===== config.mk =====
export PLATFORM = sky130hd
export DESIGN_NAME = wdt_regblock
export DESIGN_NICKNAME = d
export VERILOG_FILES = /design/src/rtl/wdt_pkg.sv /design/src/rtl/wdt_tick_gen.sv /design/src/rtl/wdt_countdown.sv /design/src/rtl/wdt_regs.sv /design/src/rtl/wdt_regblock.sv
export SDC_FILE = /design/constraint.sdc
export NUM_CORES = 1
export LEC_CHECK = 0
export BUFFER_PORTS_ARGS = -buffer_cell sky130_fd_sc_hd__buf_2
export CAP_MARGIN = 10
export CORE_MARGIN = 2
export CORE_UTILIZATION = 24
export CTS_CLUSTER_DIAMETER = 120
export DETAILED_ROUTE_END_ITERATION = 8
export PLACE_DENSITY = 0.52
export SLEW_MARGIN = 20
export SYNTH_ARGS = -nofsm -noshare
export SYNTH_HDL_FRONTEND = slang
export SYNTH_SLANG_ARGS = --single-unit

===== constraint.sdc =====
create_clock -name clk -period 3.01 [get_ports clk]
set_input_delay 0.301 -clock clk [delete_from_list [all_inputs] [get_ports clk]]
set_output_delay 0.301 -clock clk [all_outputs]
set_load 0.01 [all_outputs]

===== src/rtl/wdt_pkg.sv =====
package wdt_pkg;
  localparam int DATA_W    = 32;
  localparam int EN_BIT    = 7;
  localparam int TMO_LSB   = 8;
  localparam int TMO_W     = 4;
  localparam int CAUSE_BIT = 31;
  localparam int ID_W      = 16;

  localparam logic [7:0] OFS_CTRL  = 8'h14;
  localparam logic [7:0] OFS_ID    = 8'h1C;
  localparam logic [7:0] OFS_CAUSE = 8'h20;

  typedef enum logic [1:0] {
    SEL_NONE,
    SEL_CTRL,
    SEL_ID,
    SEL_CAUSE
  } reg_sel_e;

  // A zero timeout field counts as one second so expiry is never immediate.
  function automatic logic [TMO_W-1:0] eff_tmo(input logic [TMO_W-1:0] fld);
    return (fld == '0) ? TMO_W'(1) : fld;
  endfunction
endpackage


===== src/rtl/wdt_tick_gen.sv =====
module wdt_tick_gen #(
  parameter int TICK_CYCLES = 100_000_000
) (
  input  logic clk,
  input  logic por_n,
  input  logic run,
  input  logic restart,
  output logic tick
);
  localparam int CW = $clog2(TICK_CYCLES + 1);
  localparam logic [CW-1:0] LAST = CW'(TICK_CYCLES - 1);

  logic [CW-1:0] cnt_q;

  assign tick = run && !restart && (cnt_q == LAST);

  always_ff @(posedge clk or negedge por_n) begin
    if (!por_n) begin
      cnt_q <= '0;
    end else if (restart || tick) begin
      cnt_q <= '0;
    end else if (run) begin
      cnt_q <= cnt_q + 1'b1;
    end
  end

  assert_no_overflow_R4: assert property (@(posedge clk) disable iff (!por_n)
    cnt_q <= LAST);
endmodule


===== src/rtl/wdt_countdown.sv =====
module wdt_countdown import wdt_pkg::*; #(
  parameter int TICK_CYCLES      = 100_000_000,
  parameter int RST_PULSE_CYCLES = 16
) (
  input  logic             clk,
  input  logic             por_n,
  input  logic             armed,
  input  logic             kick,
  input  logic [TMO_W-1:0] kick_tmo,
  output logic             expire,
  output logic             pulse_done,
  output logic             rst_req
);
  localparam int PW = $clog2(RST_PULSE_CYCLES + 1);

  logic [TMO_W-1:0] secs_q;
  logic [PW-1:0]    pulse_q;
  logic             rst_q;
  logic             run;
  logic             tick;

  assign run        = armed && !rst_q;
  assign expire     = run && !kick && tick && (secs_q <= TMO_W'(1));
  assign pulse_done = rst_q && (pulse_q == '0);
  assign rst_req    = rst_q;

  wdt_tick_gen #(.TICK_CYCLES(TICK_CYCLES)) u_tick (
    .clk     (clk),
    .por_n   (por_n),
    .run     (run),
    .restart (kick || rst_q),
    .tick    (tick)
  );

  always_ff @(posedge clk or negedge por_n) begin
    if (!por_n) begin
      secs_q  <= '0;
      pulse_q <= '0;
      rst_q   <= 1'b0;
    end else if (rst_q) begin
      if (pulse_q == '0) begin
        rst_q  <= 1'b0;
        secs_q <= '0;
      end else begin
        pulse_q <= pulse_q - 1'b1;
      end
    end else if (kick) begin
      secs_q <= eff_tmo(kick_tmo);
    end else if (expire) begin
      rst_q   <= 1'b1;
      pulse_q <= PW'(RST_PULSE_CYCLES - 1);
      secs_q  <= '0;
    end else if (run && tick) begin
      secs_q <= secs_q - 1'b1;
    end
  end

  assert_secs_loaded_R4: assert property (@(posedge clk) disable iff (!por_n)
    run |-> (secs_q != '0));

  assert_pulse_freeze_R6: assert property (@(posedge clk) disable iff (!por_n)
    (rst_q && !pulse_done) |=> rst_q);
endmodule


===== src/rtl/wdt_regs.sv =====
module wdt_regs import wdt_pkg::*; #(
  parameter int          ADDR_W     = 8,
  parameter logic [15:0] FW_VERSION = 16'h0102
) (
  input  logic              clk,
  input  logic              por_n,
  input  logic              wr_en,
  input  logic              rd_en,
  input  logic [ADDR_W-1:0] addr,
  input  logic [DATA_W-1:0] wdata,
  input  logic              expire,
  input  logic              pulse_done,
  output logic              kick,
  output logic [TMO_W-1:0]  kick_tmo,
  output logic              armed,
  output logic              cause,
  output logic [DATA_W-1:0] rdata,
  output logic              rd_valid
);
  reg_sel_e          sel;
  logic [DATA_W-1:0] ctrl_q;
  logic              cause_q;
  logic              wr_cause_clr;
  logic [DATA_W-1:0] rd_mux;

  always_comb begin
    if (addr == ADDR_W'(OFS_CTRL))       sel = SEL_CTRL;
    else if (addr == ADDR_W'(OFS_ID))    sel = SEL_ID;
    else if (addr == ADDR_W'(OFS_CAUSE)) sel = SEL_CAUSE;
    else                                 sel = SEL_NONE;
  end

  assign kick         = wr_en && (sel == SEL_CTRL);
  assign kick_tmo     = wdata[TMO_LSB +: TMO_W];
  assign wr_cause_clr = wr_en && (sel == SEL_CAUSE) && wdata[CAUSE_BIT];
  assign armed        = ctrl_q[EN_BIT];
  assign cause        = cause_q;

  always_ff @(posedge clk or negedge por_n) begin
    if (!por_n) begin
      ctrl_q <= '0;
    end else begin
      if (kick) begin
        ctrl_q         <= wdata;
        ctrl_q[EN_BIT] <= wdata[EN_BIT] | ctrl_q[EN_BIT];
      end
      if (pulse_done) begin
        ctrl_q[EN_BIT] <= 1'b0;
      end
    end
  end

  always_ff @(posedge clk or negedge por_n) begin
    if (!por_n) begin
      cause_q <= 1'b0;
    end else if (expire) begin
      cause_q <= 1'b1;
    end else if (wr_cause_clr) begin
      cause_q <= 1'b0;
    end
  end

  always_comb begin
    rd_mux = '0;
    case (sel)
      SEL_CTRL:  rd_mux = ctrl_q;
      SEL_ID:    rd_mux = {{(DATA_W-ID_W){1'b0}}, FW_VERSION};
      SEL_CAUSE: rd_mux[CAUSE_BIT] = cause_q;
      default:   rd_mux = '0;
    endcase
  end

  always_ff @(posedge clk or negedge por_n) begin
    if (!por_n) begin
      rdata    <= '0;
      rd_valid <= 1'b0;
    end else begin
      rd_valid <= rd_en;
      if (rd_en) rdata <= rd_mux;
    end
  end

  assert_sticky_enable_R3: assert property (@(posedge clk) disable iff (!por_n)
    (armed && !pulse_done) |=> armed);

  assert_cause_kept_R7: assert property (@(posedge clk) disable iff (!por_n)
    (cause_q && !wr_cause_clr) |=> cause_q);

  assert_read_latency_R2: assert property (@(posedge clk) disable iff (!por_n)
    rd_en |=> rd_valid);
endmodule


===== src/rtl/wdt_regblock.sv =====
module wdt_regblock import wdt_pkg::*; #(
  parameter int          ADDR_W           = 8,
  parameter int          TICK_CYCLES      = 100_000_000,
  parameter int          RST_PULSE_CYCLES = 16,
  parameter logic [15:0] FW_VERSION       = 16'h0102
) (
  input  logic              clk,
  input  logic              por_n,
  input  logic              wr_en,
  input  logic              rd_en,
  input  logic [ADDR_W-1:0] addr,
  input  logic [31:0]       wdata,
  output logic [31:0]       rdata,
  output logic              rd_valid,
  output logic              rst_req
);
  localparam int HW = $clog2(RST_PULSE_CYCLES + 2);

  logic             kick;
  logic [TMO_W-1:0] kick_tmo;
  logic             armed;
  logic             cause;
  logic             expire;
  logic             pulse_done;

  wdt_regs #(.ADDR_W(ADDR_W), .FW_VERSION(FW_VERSION)) u_regs (
    .clk        (clk),
    .por_n      (por_n),
    .wr_en      (wr_en),
    .rd_en      (rd_en),
    .addr       (addr),
    .wdata      (wdata),
    .expire     (expire),
    .pulse_done (pulse_done),
    .kick       (kick),
    .kick_tmo   (kick_tmo),
    .armed      (armed),
    .cause      (cause),
    .rdata      (rdata),
    .rd_valid   (rd_valid)
  );

  wdt_countdown #(
    .TICK_CYCLES      (TICK_CYCLES),
    .RST_PULSE_CYCLES (RST_PULSE_CYCLES)
  ) u_count (
    .clk        (clk),
    .por_n      (por_n),
    .armed      (armed),
    .kick       (kick),
    .kick_tmo   (kick_tmo),
    .expire     (expire),
    .pulse_done (pulse_done),
    .rst_req    (rst_req)
  );

  // Length of the current high stretch of rst_req, for the pulse-width check.
  logic [HW-1:0] hi_len_q;
  always_ff @(posedge clk or negedge por_n) begin
    if (!por_n)       hi_len_q <= '0;
    else if (rst_req) hi_len_q <= hi_len_q + 1'b1;
    else              hi_len_q <= '0;
  end

  assert_pulse_width_R6: assert property (@(posedge clk) disable iff (!por_n)
    $fell(rst_req) |-> (hi_len_q == HW'(RST_PULSE_CYCLES)));

  assert_cause_on_expiry_R7: assert property (@(posedge clk) disable iff (!por_n)
    $rose(rst_req) |-> cause);

  assert_only_when_armed_R9: assert property (@(posedge clk) disable iff (!por_n)
    $rose(rst_req) |-> $past(armed));

  assert_kick_defers_R5: assert property (@(posedge clk) disable iff (!por_n)
    (kick && !rst_req) |=> !rst_req);
endmodule


==> results of run 1 <==
-- synth_stat cells, types with 2 or more instances --
cell type  number  area share [%]
nand4bb_1       2            0.48
xnor2_1         4            0.75
and3_1          6            0.81
clkbuf_1        7            0.56
buf_1           2            0.16
o21ai_0        27             2.9
o21a_1          2            0.32
a21oi_1         8            0.86
a31oi_1         3            0.40
and4_1          4            0.75
nand3_1        23             2.5
nand4_1        16             2.2
nor4_1          6            0.81
inv_1          39             3.1
nor4b_1         3            0.56
nor3_1          5            0.54
nand2b_1        2            0.27
ha_1            5             1.3
dfrtp_1       103              55
o22ai_1        15             2.0
nand2_1        35             2.8
buf_2           2            0.22
or3_1           3            0.40
buf_4           4            0.65
nor2_1         34             2.7
buf_6           3            0.73
mux2_2         31             7.5
xor2_1         22             4.1
o211ai_1        4            0.65
-- layer usage --
metal  global-route usage (%)  share of wire (%)
met1                    14.27                 48
met2                    17.75                 45
met3                    2.951                4.9
met4                    4.025                1.8
met5                        0               0.11
-- power breakdown --
| part | switching (mW) | internal [mW] |
|---|---|---|
| Clock | 0.523 | 0.692 |
| Combinational | 0.0760 | 0.0498 |
| Sequential | 0.0147 | 1.41 |
-- logic make-up after synthesis --
kind of cell	after synthesis	share of synthesized area, %
AOI/OAI and AO/OA	64	8.116
xor gates and xnor gates	26	4.891
adders and majority gates	5	1.344
buffers and inverters	57	5.456
DFF	103	55.36
muxes	32	7.713
and+or+nand+nor	147	17.12
-- area by class of cell --
type,count,area share [%]
sequential,103,45.81
multi-input combinational,274,32.42
timing repair buffer,81,7.872
tap,260,5.782
clock buffer,12,4.559
inverter,39,2.602
clock inverter,4,0.9562
-- sequential cells by signal (all words and copies together) (netlist names) --
name,flops
u_count.u_tick.cnt_q,27
u_regs.cause,1
u_count.secs_q,4
u_regs.ctrl_q,32
u_regs.rd_valid,1
u_count.pulse_q,5
u_regs.rdata,32
u_count.rst_req,1
-- stage by stage --
stage          util, %  hold slack [ns]  instances
6_report         29.78         -0.02060        773
5_1_grt          29.78          0.02855        773
4_1_cts          29.78          0.03788        773
3_5_place_dp     28.14           0.4200        757
3_3_place_gp     28.14           0.4149        757
2_1_floorplan        -         0.005409        434
-- path summary, 6_finish.rpt --
kind / endpoint / slack [ns] / cells past startpoint
max in group asynchronous: u_count.u_tick.cnt_q[17] / 2.57 / 2
max reg2reg: u_count.u_tick.cnt_q[23] / 0.98 / 5
min: u_regs.rdata[15] / -0.02 / 2
max: u_count.u_tick.cnt_q[23] / 0.98 / 5
min reg2reg: u_regs.rdata[20] / 0.50 / 2
min in group clk: u_regs.ctrl_q[22] / 0.18 / 2
==> metrics, run 1 <==
result of the run finished with violations; failing checks negative hold slack; post-route setup TNS 0 ns; area of the core 18890 sq um; routed wire length per instance between 10 and 15 um; final-report setup violation count 0; die height about 140 um; MaxCap Viol Count 0; Resized Gates After CTS 0; share of the clock period used by the worst path 67.57%; most common cell type on the critical path nand4_1; multi-input gate area in the final layout around 1800 sq um; clock input transition at the sequential cells of the worst setup and hold paths approximately 0.07 ns; pre-CTS WS about 0.71 ns; post-route clock skew ~0.0057 ns; Worst slew margin a little under 30%; most used flip-flop cell after synthesis dfrtp_1; Detailed Route WL 10930 um; initial cell density of the core between 20% and 30%; WP data arrival between 2 and 2.5 ns; CTS tree built; count of antenna diodes in the layout 0; mean cell area of the mapped netlist 10.73 sq um; most common library cell in the layout ignoring fill and taps dfrtp_1; WP buf/inv 0; power per cell area slightly below 500 nW/um^2; via count of the first global-routing pass 3430; Synth-to-Final Area Change 20.85%; commonest cells after routing, fill and taps aside dfrtp_1 (103), buf_2 (76), inv_1 (39), nand2_1 (35), nor2_1 (34); post-cts hold buffer count 0; Clock H-tree levels 3; top-level port count 78; number of enable flip-flop cells after synthesis 0; width of the chip 143.3 um; Synth Register Bits between 100 and 150; final design instance area without fill 5627 sq um; Seq/Total Area, Yosys between 50% and 60%; RSZ-0062 raised after global routing false; clock root buffer master clkbuf_16; slowest cell delay on critical path 0.74 ns; GRT overflow 0; worst vdd rail ir drop 0.2751 mV; Avg Vias per Cell roughly 4.5; peak clock frequency supported by timing 491.6 MHz; critical path type flip-flop to flip-flop; beginning of the worst register-to-register path u_count.u_tick.cnt_q[4]; number of search-and-repair iterations in the first detailed-routing pass 4; post-CTS setup-driven buffer insertion count 0; share of post-route cells with drive strength above 1 between 20% and 30%; num rows 50; largest net degree at the start of global routing 104; Synth Net Count 483; overall global routing resource usage between 10% and 20%; count of final hold-check violations 9; number of filler cells placed in the layout approximately 2.0k; Cells after Synth ~430; weighted congestion at the end of routability-driven global placement between 0.8 and 0.9; post-route worst setup slack a little under 1 ns; standard cell area after detailed placement 5316 sq um; final net count around 560; worst slack on hold paths -0.02060 ns; clock buffer depth 2; placed wire-length estimate after detailed placement about 7600 um; final critical-path required period 2.034 ns; max-slew violation count 0; category of cells accounting for the largest share of critical-path delay simple AND/OR/NAND/NOR gates; Cell Area, Synth around 4700 sq um; clock buffer count from CTS 9; number of buffers added on ports 77; Final ANT Viol Nets 0; kind of capture point of the worst setup path flip-flop; DRC violations left 0; die area roughly 20000 sq um; startpoint types flip-flop; Leakage about 2.6 nW; total power 2.764 mW; HP Class input port to asynchronous set/reset pin; FF/Latch Area 2577 sq um; cell type of the slowest stage on the worst timing path nor4_2; antenna violations before repair 1; vias after detailed routing 3449; proportion of synthesized flip-flops having asynchronous set or reset 100.0%; Detailed Route Iter0 Violations between 150 and 200; actual transition at the worst max-transition pin about 1.1 ns; CP cell instances nand4_1, nor4_2, nand4_1, xor2_1, nor2_1; worst endpoint required time about 3.3 ns; first element of the critical path u_count.u_tick.cnt_q[4]; global-route wire length before repair 17660 um; worst-path maximum fanout 7; library cells used by synthesis 43; Skew-Pair Late Insertion Delay 0.35 ns; synthesis warning total 0; Sink Count approximately 100
(Power assumes the default switching activity.)
==> run 2, diff against run 1 <==
ABC_AREA = 1   (was default)
PLACE_DENSITY = 0.53   (was 0.52)
clock period = 1.65 ns   (was 3.01 ns; I/O delays follow)
==> run 2 against run 1 <==
Net effect:
- the run now ends clean
- critical path type unchanged
- register-to-register slack got worse by 0.97 ns
- worst hold slack improved by 0.033 ns
- sequential share of layout area fell by 6.1 points
- first-iteration DRC count rose by 13%
- global-route usage rose by 1.1 points
- clock skew rose by 0.0031 ns
- critical endpoint is now u_count.u_tick.cnt_q[26]
==> metrics, run 2 <==
fraction of met2 tracks used by global routing between 20% and 30%; worst vdd rail ir drop between 0.6 and 0.7 mV; HP Class input port to flip-flop; top flop regs u_regs.ctrl_q (32), u_regs.rdata (32), u_count.u_tick.cnt_q (27); final critical-path required period ~1.6 ns; vias after detailed routing roughly 4.3k; clock buffer count from CTS 9; post-route worst setup slack between 0.007 and 0.008 ns; via count of the first global-routing pass ~4.4k; proportion of synthesized flip-flops having asynchronous set or reset 100.0%; cell types with the highest counts after synthesis nand2_1 (193), dfrtp_1 (103), inv_1 (72); number of search-and-repair iterations in the first detailed-routing pass 4; post-synth top area cell dfrtp_1; clock root buffer master clkbuf_16; result of the run complete, no violations; routed wire length per instance between 10 and 15 um; worst endpoint required time between 1.5 and 2 ns; library cells used by synthesis 33; kind of capture point of the worst setup path flip-flop; number of filler cells placed in the layout roughly 2.2k; Final ANT Viol Nets 0; die height between 100 and 150 um; antenna violations before repair 0; met3 track demand over resource ~3.4%; Worst slew margin around 73%; power per cell area roughly 770 nW/um^2; CTS tree built; Detailed Route WL ~13000 um; largest net degree at the start of global routing 36; GRT met1 Usage 15.77%; DRC violations left 0; top-area cell type share of the netlist area 51.51%; worst-path maximum fanout 6; Cells after Synth 622; post-route clock skew ~0.009 ns; weighted congestion at the end of routability-driven global placement 0.8286; final-report setup violation count 0; MaxCap Viol Count 0; pre-CTS WS -0.01783 ns; peak clock frequency supported by timing between 600 and 700 MHz; Skew-Pair Late Insertion Delay between 0.3 and 0.4 ns; Seq/Total Area, Yosys between 50 and 60%; WP data arrival roughly 1.9 ns; count of antenna diodes in the layout 0; Synth Register Bits roughly 100; number of buffers added on ports 77; count of final hold-check violations 0; Sink Count 103; Placed Instances slightly below 1k; actual transition at the worst max-transition pin a little under 0.4 ns; commonest cells after routing, fill and taps aside nand2_1 (189), dfrtp_1 (102), buf_2 (76), inv_1 (72), nor2_1 (52); worst slack on hold paths 0.01287 ns; Detailed Route Iter0 Violations about 210; placed wire-length estimate after detailed placement ~9000 um; Cell Area, Synth approximately 5000 sq um; Top Usage Layer GRT met2; die area roughly 22000 sq um; Avg Vias per Cell approximately 4.3; most common library cell in the layout ignoring fill and taps nand2_1; area of the core approximately 20000 sq um; critical path type flip-flop to flip-flop; GRT overflow 0; post-route setup TNS 0 ns; number of enable flip-flop cells after synthesis 0; width of the chip ~150 um; clock buffer depth 2; num rows 52; Leakage between 3 and 4 nW; leading cell type by number of instances after synthesis nand2_1; Synth Net Count ~670; Synth-to-Final Area Change 29.93%; non-filler instance count after layout just over 1k; utilization of the core after routing a little under a third; most used flip-flop cell after synthesis dfrtp_1; initial cell density of the core 24.57%; clock input transition at the sequential cells of the worst setup and hold paths around 0.080 ns; top-level port count slightly below 80; Clock H-tree levels 3; final net count between 700 and 800; overall global routing resource usage between 10% and 20%; share of the clock period used by the worst path approximately 100%; leading cell types by total area after synthesis dfrtp_1 (52%), nand2_1 (14%), inv_1 (5.4%); synthesis warning total 0; mean cell area of the mapped netlist roughly 8.0 sq um; startpoint types flip-flop; global-route wire length before repair ~22000 um; RSZ-0062 raised after global routing true; share of post-route cells with drive strength above 1 24.66%; max-slew violation count 0
run 2: area by class of cell:
class / instances / area [sq um] / area share (%)
sequential: 103 / 2579 / 39.67
timing repair buffer: 124 / 889.6 / 13.68
clock buffer: 9 / 225.2 / 3.464
multi-input combinational: 419 / 2106 / 32.39
inverter: 80 / 300.3 / 4.619
clock inverter: 7 / 63.81 / 0.9815
tap: 270 / 337.8 / 5.196
run 2: power by group:
| group | switching, mW | total [mW] | internal, mW | leakage, nW |
|---|---|---|---|---|
| clock | 1.03 | 2.09 | 1.06 | 0.143 |
| combinational | 0.190 | 0.314 | 0.124 | 1.78 |
| sequential | 0.0264 | 2.62 | 2.59 | 1.31 |
| total | 1.25 | 5.03 | 3.78 | 3.23 |
run 2: timing repair:
action                     in CTS  in global routing
gates resized for setup         2                 27
setup endpoints to repair       2                 32
pin swaps                       1                 22
gates cloned                    0                  2
hold buffers                    6                  0
buffers inserted                1                  3
hold endpoints to repair       86                  0
run 2: worst paths after layout:
kind                                         startpoint                        to  slack [ns]  cells past startpoint
worst max-delay path            u_count.u_tick.cnt_q[1]  u_count.u_tick.cnt_q[26]       0.007                     11
worst min-delay path                           wdata[1]          u_regs.ctrl_q[1]        0.01                      3
worst max register to register  u_count.u_tick.cnt_q[1]  u_count.u_tick.cnt_q[26]       0.007                     11
worst min register to register          u_regs.rdata[4]           u_regs.rdata[4]        0.48                      2
max in group asynchronous                         por_n   u_count.u_tick.cnt_q[3]        0.78                      3
min in group asynchronous                         por_n          u_regs.ctrl_q[5]        0.26                      2
run 2: stage by stage:
step / total power, mW / instance area [sq um]
2_1_floorplan: 2.801 / 5004
3_3_place_gp: 2.974 / 5979
3_5_place_dp: 2.979 / 5979
4_1_cts: 5.121 / 6340
5_1_grt: 5.290 / 6501
6_report: 5.027 / 6501
run 2: worst max-delay path, cell delays in order (launching register included):
cell and delay, ns:
dfrtp_1 0.40, ha_2 0.20, nand3_2 0.08, inv_2 0.04, nand2_2 0.07, inv_2 0.04
nand2_2 0.07, nor2_4 0.05, nor2_4 0.25, clkbuf_16 0.22, nand4_1 0.07, o21ai_1 0.08
run 2: per-layer routing:
metal  routed length (um)  part of all wire [%]  vias up
li1                     -                     -     2205
met1                 5882                    47     2014
met2                 5842                    46       86
met3                  739                   5.9        8
met4                  125                  0.99        0
met5                    0                     0        -
run 2: kinds of logic (layout without fill, tap and decap cells):
family | after synthesis | after routing | synth area share (%)
xor+xnor | 8 | 8 | 1.400
buf+inv | 100 | 220 | 8.152
fa+ha+maj | 5 | 5 | 1.250
simple gates | 315 | 315 | 26.76
compound gates | 91 | 91 | 10.93
flops | 103 | 103 | 51.51
==> run 3, diff against run 2 <==
CORE_UTILIZATION = 51   (was 24)
PLACE_DENSITY = 0.87   (was 0.53)
==> run 3 against run 2 <==
Net effect:
- the run now ends with negative setup slack left
- non-clock buffer count increased by 19
- maximum frequency decreased by 4.1%
- worst hold slack got worse by 0.0046 ns
==> metrics, run 3 (same netlist as run 2, synthesis figures left out) <==
result of the run finished with violations; failing checks negative setup slack; final design instance area without fill approximately 6500 sq um; top-level port count 78; power per cell area between 700 and 800 nW/um^2; GRT overflow 0; num rows 36; number of buffers added on ports between 70 and 80; share of post-route cells with drive strength above 1 about 27%; RSZ-0062 raised after global routing true; worst slack on hold paths about 0.0083 ns; Leakage 3.292 nW; post-route worst setup slack -0.06252 ns; largest net degree at the start of global routing 54; worst endpoint required time about 2.0 ns; WP data arrival about 2 ns; top flop regs u_regs.ctrl_q (32), u_regs.rdata (32), u_count.u_tick.cnt_q (27); Detailed Route WL 13530 um; clock buffer count from CTS 9; Skew-Pair Late Insertion Delay between 0.3 and 0.4 ns; post-route setup TNS -0.1970 ns; peak clock frequency supported by timing 583.9 MHz; MaxCap Viol Count 0; placed wire-length estimate after detailed placement about 8400 um; Clock H-tree levels 3; non-filler instance count after layout ~900; worst-path maximum fanout 4; FF/Latch Area approximately 2600 sq um; share of the clock period used by the worst path 103.8%; Avg Vias per Cell about 5.3; DRC violations left 0; via count of the first global-routing pass between 4k and 5k; vias after detailed routing approximately 4.7k; area of the core slightly below 10000 sq um; number of filler cells placed in the layout between 700 and 800; actual transition at the worst max-transition pin about 0.50 ns; Final ANT Viol Nets 0; Sink Count around 100; HP Class input port to flip-flop; multi-input gate area in the final layout ~2200 sq um; clock input transition at the sequential cells of the worst setup and hold paths about 0.12 ns; antenna violations before repair 0; kind of capture point of the worst setup path flip-flop; count of antenna diodes in the layout 0; Synth-to-Final Area Change 29.38%; startpoint types flip-flop; width of the chip roughly 100 um; overall global routing resource usage between 20% and 30%; clock buffer depth 2; Worst slew margin approximately two thirds; critical path type flip-flop to flip-flop; utilization of the core after routing 67.16%; worst vdd rail ir drop about 0.6 mV; Detailed Route Iter0 Violations about 390; global-route wire length before repair around 22000 um; count of final hold-check violations 0; clock root buffer master clkbuf_8; standard cell area after detailed placement 5741 sq um; Placed Instances 844; CTS tree built; routed wire length per instance 15.12 um; weighted congestion at the end of routability-driven global placement between 0.9 and 1; max-slew violation count 0; initial cell density of the core 51.91%; die area 10620 sq um; final critical-path required period roughly 1.7 ns; final net count between 800 and 900; most common library cell in the layout ignoring fill and taps nand2_1; post-route clock skew around 0.017 ns; number of search-and-repair iterations in the first detailed-routing pass 5; die height 103.1 um; final-report setup violation count 9; commonest cells after routing, fill and taps aside nand2_1 (178), dfrtp_1 (102), buf_2 (76), inv_1 (71), nor2_1 (50)
run 3: routing by layer:
layer	share of wire (%)	vias up	track usage (%)	routed length [um]
met5	0	-	0	0
met4	3.5	0	12.15	479
met3	6.8	51	5.695	915
met2	51	178	44.26	6908
met1	39	2264	32.25	5225
li1	-	2248	-	-
run 3: metrics by stage:
| stage | setup slack [ns] | total power, mW |
|---|---|---|
| floorplan | 0.04453 | 2.801 |
| global placement | -0.1752 | 2.954 |
| detailed placement | -0.2450 | 2.972 |
| CTS | 0.005346 | 4.568 |
| global route | -0.1579 | 4.753 |
| finish | -0.06252 | 4.574 |
run 3: cell type report:
| cell class | instances | share of cell area, % |
|---|---|---|
| tap | 133 | 2.571 |
| sequential | 103 | 39.83 |
| timing repair buffer | 143 | 15.95 |
| multi-input combinational | 420 | 33.98 |
| inverter | 80 | 4.658 |
| clock buffer | 10 | 2.126 |
| clock inverter | 6 | 0.8891 |
run 3: worst paths after layout:
kind	start	end	slack (ns)	depth (start not counted)
worst max-delay path	u_count.u_tick.cnt_q[1]	u_count.u_tick.cnt_q[21]	-0.06	9
worst min-delay path	wdata[28]	u_regs.ctrl_q[28]	0.008	3
worst max register to register	u_count.u_tick.cnt_q[1]	u_count.u_tick.cnt_q[21]	-0.06	9
worst min register to register	u_regs.rdata[18]	u_regs.rdata[18]	0.49	2
max in group asynchronous	por_n	u_regs.rdata[0]	0.76	3
min in group asynchronous	por_n	u_regs.ctrl_q[6]	0.30	2
run 3: critical path, stage by stage (launching register included):
cell and delay, ns:
dfrtp_1 0.40, buf_6 0.12, nand2_2 0.06, nor2_4 0.16, nand4_1 0.18, nor2_2 0.27
nand2_2 0.14, o21ai_2 0.20, nand2_2 0.05, nor2_1 0.08
run 3: timing repair:
item,CTS,global route
setup buffers,9,5
resized for setup,9,44
endpoints found under the setup margin,26,37
hold endpoints to repair,52,0
pin swaps,4,17
gates cloned,1,0
hold buffers,20,0
run 3: power by group:
part	switching, mW	total (mW)	internal, mW
sequential	0.0324	2.63	2.59
combinational	0.216	0.364	0.148
clock	0.952	1.58	0.631
